===== config.mk =====
export PLATFORM = sky130hd
export DESIGN_NAME = adc_seq_top
export DESIGN_NICKNAME = d
export VERILOG_FILES = /design/src/rtl/adc_seq_pkg.sv /design/src/rtl/adc_scan_pick.sv /design/src/rtl/adc_seq_ctx.sv /design/src/rtl/adc_in_route.sv /design/src/rtl/adc_seq_fsm.sv /design/src/rtl/adc_seq_top.sv
export SDC_FILE = /design/constraint.sdc
export NUM_CORES = 1
export LEC_CHECK = 0
export ABC_AREA = 1
export BUFFER_PORTS_ARGS = -buffer_cell sky130_fd_sc_hd__buf_2
export CAP_MARGIN = 15
export CORE_MARGIN = 2
export CORE_UTILIZATION = 45
export DETAILED_ROUTE_END_ITERATION = 8
export GPL_TIMING_DRIVEN = 0
export PLACE_DENSITY = 0.87
export SLEW_MARGIN = 20
export SYNTH_ARGS = -nofsm -noshare
export SYNTH_HDL_FRONTEND = slang
export SYNTH_SLANG_ARGS = --single-unit

===== constraint.sdc =====
create_clock -name clk -period 2.6 [get_ports clk]
set_input_delay 0.52 -clock clk [delete_from_list [all_inputs] [get_ports clk]]
set_output_delay 0.52 -clock clk [all_outputs]
set_load 0.01 [all_outputs]

===== src/rtl/adc_seq_pkg.sv =====
package adc_seq_pkg;

    localparam int unsigned MAX_CH = 4;
    localparam int unsigned CH_W   = 2;

    typedef enum logic [2:0] {
        ST_IDLE,
        ST_ACQ,
        ST_ISSUE,
        ST_WAIT,
        ST_WRITE
    } seq_state_e;

    typedef struct packed {
        logic [CH_W-1:0] nch_m1;
        logic            simul;
    } seq_cfg_t;

    typedef struct packed {
        logic            conv_start;
        logic            wr_stb;
        logic [CH_W-1:0] ch;
        logic            busy;
        logic            seq_done;
    } seq_ctl_t;

    function automatic logic [CH_W-1:0] chans_minus_one(logic [1:0] code);
        case (code)
            2'd0:    return 2'd0;
            2'd1:    return 2'd1;
            default: return 2'd3;
        endcase
    endfunction

    function automatic logic [MAX_CH-1:0] chan_mask(logic [CH_W-1:0] nch_m1);
        logic [MAX_CH-1:0] m;
        for (int i = 0; i < MAX_CH; i++) begin
            m[i] = (i <= int'(nch_m1));
        end
        return m;
    endfunction

endpackage


===== src/rtl/adc_scan_pick.sv =====
module adc_scan_pick #(
    parameter int unsigned NUM_IN = 16,
    localparam int unsigned IN_W  = $clog2(NUM_IN),
    localparam int unsigned POS_W = IN_W + 1
) (
    input  logic [NUM_IN-1:0] mask,
    input  logic [POS_W-1:0]  start_pos,
    output logic [IN_W-1:0]   pick
);
    logic [IN_W-1:0] hi_pick;
    logic [IN_W-1:0] lo_pick;
    logic            hi_found;
    logic            lo_found;

    always_comb begin
        hi_pick  = '0;
        lo_pick  = '0;
        hi_found = 1'b0;
        lo_found = 1'b0;
        for (int i = NUM_IN - 1; i >= 0; i--) begin
            if (mask[i]) begin
                lo_pick  = IN_W'(i);
                lo_found = 1'b1;
                if (i >= int'(start_pos)) begin
                    hi_pick  = IN_W'(i);
                    hi_found = 1'b1;
                end
            end
        end
        if (hi_found)      pick = hi_pick;
        else if (lo_found) pick = lo_pick;
        else               pick = '0;
    end
endmodule


===== src/rtl/adc_seq_ctx.sv =====
module adc_seq_ctx #(
    parameter int unsigned NUM_IN = 16,
    localparam int unsigned IN_W  = $clog2(NUM_IN),
    localparam int unsigned POS_W = IN_W + 1
) (
    input  logic             clk,
    input  logic             rst,
    input  logic             seq_done,
    input  logic             irq_event,
    input  logic             cfg_alt,
    input  logic             cfg_scan,
    input  logic [IN_W-1:0]  used_pick,
    output logic             set_b,
    output logic [POS_W-1:0] scan_pos
);
    logic alt_q;

    assign set_b = cfg_alt & alt_q;

    always_ff @(posedge clk) begin
        if (rst || irq_event) begin
            alt_q    <= 1'b0;
            scan_pos <= '0;
        end else if (seq_done) begin
            alt_q <= cfg_alt ? ~alt_q : 1'b0;
            if (!set_b && cfg_scan) begin
                scan_pos <= POS_W'(used_pick) + POS_W'(1);
            end
        end
    end
endmodule


===== src/rtl/adc_in_route.sv =====
module adc_in_route
    import adc_seq_pkg::*;
#(
    parameter int unsigned NUM_IN = 16,
    localparam int unsigned IN_W  = $clog2(NUM_IN),
    localparam int unsigned SEL_W = MAX_CH * IN_W
) (
    input  logic             set_b,
    input  logic             scan_on,
    input  logic [IN_W-1:0]  scan_pick,
    input  logic [SEL_W-1:0] set_a_sel,
    input  logic [SEL_W-1:0] set_b_sel,
    output logic [SEL_W-1:0] route
);
    for (genvar c = 0; c < MAX_CH; c++) begin : g_ch
        logic [IN_W-1:0] a_val;
        if (c == 0) begin : g_scan
            assign a_val = scan_on ? scan_pick : set_a_sel[c*IN_W +: IN_W];
        end else begin : g_fixed
            assign a_val = set_a_sel[c*IN_W +: IN_W];
        end
        assign route[c*IN_W +: IN_W] = set_b ? set_b_sel[c*IN_W +: IN_W] : a_val;
    end
endmodule


===== src/rtl/adc_seq_fsm.sv =====
module adc_seq_fsm
    import adc_seq_pkg::*;
(
    input  logic              clk,
    input  logic              rst,
    input  logic              samp_start,
    input  logic              trig,
    input  logic              conv_done,
    input  seq_cfg_t          cfg,
    output seq_ctl_t          ctl,
    output logic [MAX_CH-1:0] track
);
    seq_state_e      state;
    logic [CH_W-1:0] ch_idx;
    logic            busy_q;
    logic            last;

    assign last = (ch_idx == cfg.nch_m1);

    always_ff @(posedge clk) begin
        if (rst) begin
            state  <= ST_IDLE;
            ch_idx <= '0;
            busy_q <= 1'b0;
        end else begin
            case (state)
                ST_IDLE: begin
                    if (samp_start) begin
                        state  <= ST_ACQ;
                        ch_idx <= '0;
                    end
                end
                ST_ACQ: begin
                    if (trig) begin
                        state  <= ST_ISSUE;
                        busy_q <= 1'b1;
                    end
                end
                ST_ISSUE: state <= ST_WAIT;
                ST_WAIT: begin
                    if (conv_done) state <= ST_WRITE;
                end
                ST_WRITE: begin
                    if (last) begin
                        state  <= ST_IDLE;
                        busy_q <= 1'b0;
                        ch_idx <= '0;
                    end else begin
                        ch_idx <= ch_idx + CH_W'(1);
                        state  <= cfg.simul ? ST_ISSUE : ST_ACQ;
                    end
                end
                default: state <= ST_IDLE;
            endcase
        end
    end

    always_comb begin
        ctl.conv_start = (state == ST_ISSUE);
        ctl.wr_stb     = (state == ST_WRITE);
        ctl.ch         = ch_idx;
        ctl.busy       = busy_q;
        ctl.seq_done   = (state == ST_WRITE) && last;
        if (state != ST_ACQ)  track = '0;
        else if (cfg.simul)   track = chan_mask(cfg.nch_m1);
        else                  track = MAX_CH'(1) << ch_idx;
    end
endmodule


===== src/rtl/adc_seq_top.sv =====
module adc_seq_top
    import adc_seq_pkg::*;
#(
    parameter int unsigned NUM_IN = 16,
    localparam int unsigned IN_W  = $clog2(NUM_IN),
    localparam int unsigned POS_W = IN_W + 1,
    localparam int unsigned SEL_W = MAX_CH * IN_W
) (
    input  logic              clk,
    input  logic              rst,
    input  logic              samp_start,
    input  logic              trig_sw,
    input  logic              trig_tmr,
    input  logic              trig_ext,
    input  logic              conv_done,
    input  logic              irq_event,
    input  logic [1:0]        cfg_chans,
    input  logic              cfg_simul,
    input  logic              cfg_alt,
    input  logic              cfg_scan,
    input  logic [NUM_IN-1:0] scan_mask,
    input  logic [SEL_W-1:0]  mux_a_sel,
    input  logic [SEL_W-1:0]  mux_b_sel,
    output logic [MAX_CH-1:0] sh_track,
    output logic [SEL_W-1:0]  in_sel,
    output logic              conv_start,
    output logic [CH_W-1:0]   conv_ch,
    output logic              wr_stb,
    output logic [CH_W-1:0]   wr_ch,
    output logic              busy
);
    seq_cfg_t         cfg;
    seq_ctl_t         ctl;
    logic             set_b;
    logic [POS_W-1:0] scan_pos;
    logic [IN_W-1:0]  scan_pick;

    assign cfg.nch_m1 = chans_minus_one(cfg_chans);
    assign cfg.simul  = cfg_simul;

    adc_seq_fsm u_fsm (
        .clk        (clk),
        .rst        (rst),
        .samp_start (samp_start),
        .trig       (trig_sw | trig_tmr | trig_ext),
        .conv_done  (conv_done),
        .cfg        (cfg),
        .ctl        (ctl),
        .track      (sh_track)
    );

    adc_scan_pick #(.NUM_IN(NUM_IN)) u_pick (
        .mask      (scan_mask),
        .start_pos (scan_pos),
        .pick      (scan_pick)
    );

    adc_seq_ctx #(.NUM_IN(NUM_IN)) u_ctx (
        .clk       (clk),
        .rst       (rst),
        .seq_done  (ctl.seq_done),
        .irq_event (irq_event),
        .cfg_alt   (cfg_alt),
        .cfg_scan  (cfg_scan),
        .used_pick (scan_pick),
        .set_b     (set_b),
        .scan_pos  (scan_pos)
    );

    adc_in_route #(.NUM_IN(NUM_IN)) u_route (
        .set_b     (set_b),
        .scan_on   (cfg_scan),
        .scan_pick (scan_pick),
        .set_a_sel (mux_a_sel),
        .set_b_sel (mux_b_sel),
        .route     (in_sel)
    );

    assign conv_start = ctl.conv_start;
    assign conv_ch    = ctl.ch;
    assign wr_stb     = ctl.wr_stb;
    assign wr_ch      = ctl.ch;
    assign busy       = ctl.busy;
endmodule


==> results.ini <==
[run_status]
status=finished, violations left
violations=setup timing

[clock_tree]
cts_max_level=1
cts_tree=done
cts.sinks=12
insertion_delay_ns=0.27
cts_root_buf=clkbuf_4
cts_buffers=3
cts_buffer_depth=2
cts_hold_buf=0
path_clk_slew_ns=0.07

[power]
p_total_uw=561
seq_power_share_pct=34.7
power.density_nw_per_um2=234
clockPowerShare_pct=20.0
leakage_uw=0.00140
internal_power_uw=353
combPwrFrac_pct=45.2
max-vdd-ir-drop_v=0.000206
switching_share_pct=37.2
p_sw_uw=209

[critical_path]
cp-end-kind=output port
critPathTopFamily=simple AND/OR/NAND/NOR gates
crit_slowest_cell=dfxtp_2
arrival_ns=2.23
critPathBufInv=3
critPathMaxFanout=3
crit_type=flop to output port
required_ns=2.08
worstPathCellList=inv_4 -> buf_4 -> nand3b_1 -> o21ai_1 -> nand2_1 -> nand2_1 -> nand2_1 -> nand2_1 -> nand2_1 -> nand2_1 -> nand2_1 -> nand2_1 -> nand2_1 -> nand2_1 -> nand2_1 -> nand2_1 -> nand2_2 -> nor2_2 -> o21ai_1 -> buf_2
cpMostUsedCell=nand2_1
startpoint_type=flop
max_stage_delay_ns=0.34

[final_layout]
fillCellCount=303
areaGrowthSynthToFinish_pct=56.1
final_cell_count_no_fill=458
diodes=0
drive_gt1_share_pct=40.8
finalNetCount=480

[synth]
synth.distinct_cells=30
synthesis.nets=359
synth-main-ff-cell=dfxtp_1
ys_top_cells_by_count=96 x nand2_1, 45 x inv_1, 32 x nor2_1
synth_top_cell_area_share_pct=23.4
synth_area_um2=1540
ys_ff_latch=12
yosysWarnings=0
synth.avg_cell_area_um2=5.25
syn_inst=293
synthArstFlopShare_pct=0
netlist_top_cells_area=nand2_1 23%, dfxtp_1 16%, inv_1 11%
synth-edff-count=0
yosys.area.top_type=nand2_1
seq_area_frac_synth_pct=15.6
yosysMostFrequentCell=nand2_1

[placed_design]
place.gp.congestion=0.926
numPortBuffers=87
dp_cells=426
dp_hpwl_um=3730

[timing]
drv_slew=0
fin_crit_ns=2.75
skew_ns=0.00691
hold_viol_final=0
max-slew-margin-rel_pct=60.8
fmax_mhz=363
finalCritPeriodShare_pct=106
setup_ws_ns=-0.152
rsz0062_at_grt=yes
setup_tns_ns=-0.356
finalSetupViolations=4
worst_pin_slew_ns=0.583

[route]
routed_via_density=5.02
dr.pass1.iters=4
top_layer=met4
wl_per_cell_um=12.0
met1_length_um=2140
drc_errors=0
dr.first_iter.drc_count=141
wl_met3_um=400
vias=2300
detail-route-antenna-nets=0
wirelength_um=5490
wl_met2_um=2770

[floorplan]
core_um2=3310
die_y_um=62.5
num_rows=21
dieArea_um2=3900
initial_core_util_pct=46.4
io_pins=88
die_w_um=62.5

[global_route]
antenna_found_initial=0
grt_start_max_net_pins=11
grt_pass1_wl_um=8110
grt-ovfl-total=0
grt_usage_pct=24.8
grt_pass1_vias=2051

[run]
cap_violations=0

[min_path]
hold_path_class=flop to flop

==> flip-flops by register name, indices dropped and copies added (netlist names) <==
name and count:
u_ctx.alt_q 1, u_ctx.scan_pos 5, u_fsm.busy_q 1, u_fsm.ch_idx 2, u_fsm.state 3
==> tightest hold or removal path: stages (launching register included) <==
cell	delay [ns]
dfxtp_1	0.31
inv_1	0.06
a211oi_1	0.06
==> area by class of cell <==
cell class	count	area (um2)	area share [%]
Buffer	4	22.5	0.938
Clock buffer	3	22.5	0.938
Inverter	52	200	8.34
Multi-Input combinational cell	225	1170	48.7
Sequential cell	12	253	10.5
Tap cell	46	57.6	2.40
Timing Repair Buffer	116	676	28.1
==> power by group through the flow <==
stage	registers, uW	clock network [uW]	logic (uW)
finish	195	112	254
global route	196	128	283
floorplan	202	0	123
detailed placement	202	0	223
global placement	201	0	218
CTS	195	112	237
==> metal layers <==
layer  vias up  global-route usage [%]
met5         -                       0
met4         0                    6.94
met3        21                    4.32
met2       113                    46.6
met1      1000                    28.4
li1       1166                       -
==> worst paths after layout <==
path	slack (ns)	depth (start not counted)	endpoint	startpoint
worst max-delay path	-0.15	20	in_sel[0]	u_ctx.scan_pos[4]
worst min-delay path	0.49	2	u_ctx.alt_q	u_ctx.alt_q
worst max register to register	0.06	23	u_ctx.scan_pos[3]	u_ctx.scan_pos[3]
worst min register to register	0.49	2	u_ctx.alt_q	u_ctx.alt_q
==> cells by family after synthesis <==
family                     share of synthesized area, %
DFF                                                15.6
adders and majority gates                          4.07
and+or+nand+nor                                    47.3
xor gates and xnor gates                           1.14
AOI/OAI and AO/OA                                  17.7
buffers and inverters                              14.2
==> repair_timing <==
item,CTS,global route
setup buffers,21,8
setup endpoints to repair,4,6
pin swaps,12,19
gates resized for setup,22,30
==> placed cells by master, fill, tap and decap left out, types with 2 or more instances in the layout <==
cell	count
a211oi_1	3
clkbuf_4	3
dfxtp_1	8
a21oi_1	14
buf_4	25
nand3_2	3
inv_2	8
buf_6	6
inv_4	2
o21ai_2	2
nand2_2	14
o21ai_1	8
nand3_1	12
dfxtp_4	3
ha_1	5
nor2_2	6
clkbuf_1	2
nor4_1	4
o21ai_0	20
nor3_4	3
nand2_4	3
nor2_1	26
buf_2	87
inv_1	41
nand2_1	86
nor3_1	6
==> metrics by stage <==
| step | setup WS, ns | util, % | hold slack (ns) | cell area (um2) |
|---|---|---|---|---|
| 6_report | -0.152 | 72.5 | 0.486 | 2400 |
| 3_3_place_gp | 0.0363 | 61.3 | 0.465 | 2030 |
| 3_5_place_dp | 0.0350 | 61.3 | 0.475 | 2030 |
| 5_1_grt | -0.314 | 72.5 | 0.490 | 2400 |
| 4_1_cts | -0.0370 | 68.1 | 0.488 | 2250 |
| 2_1_floorplan | 0.327 | - | 0.451 | 1540 |
No activity file was read; power rests on OpenSTA's default activity.
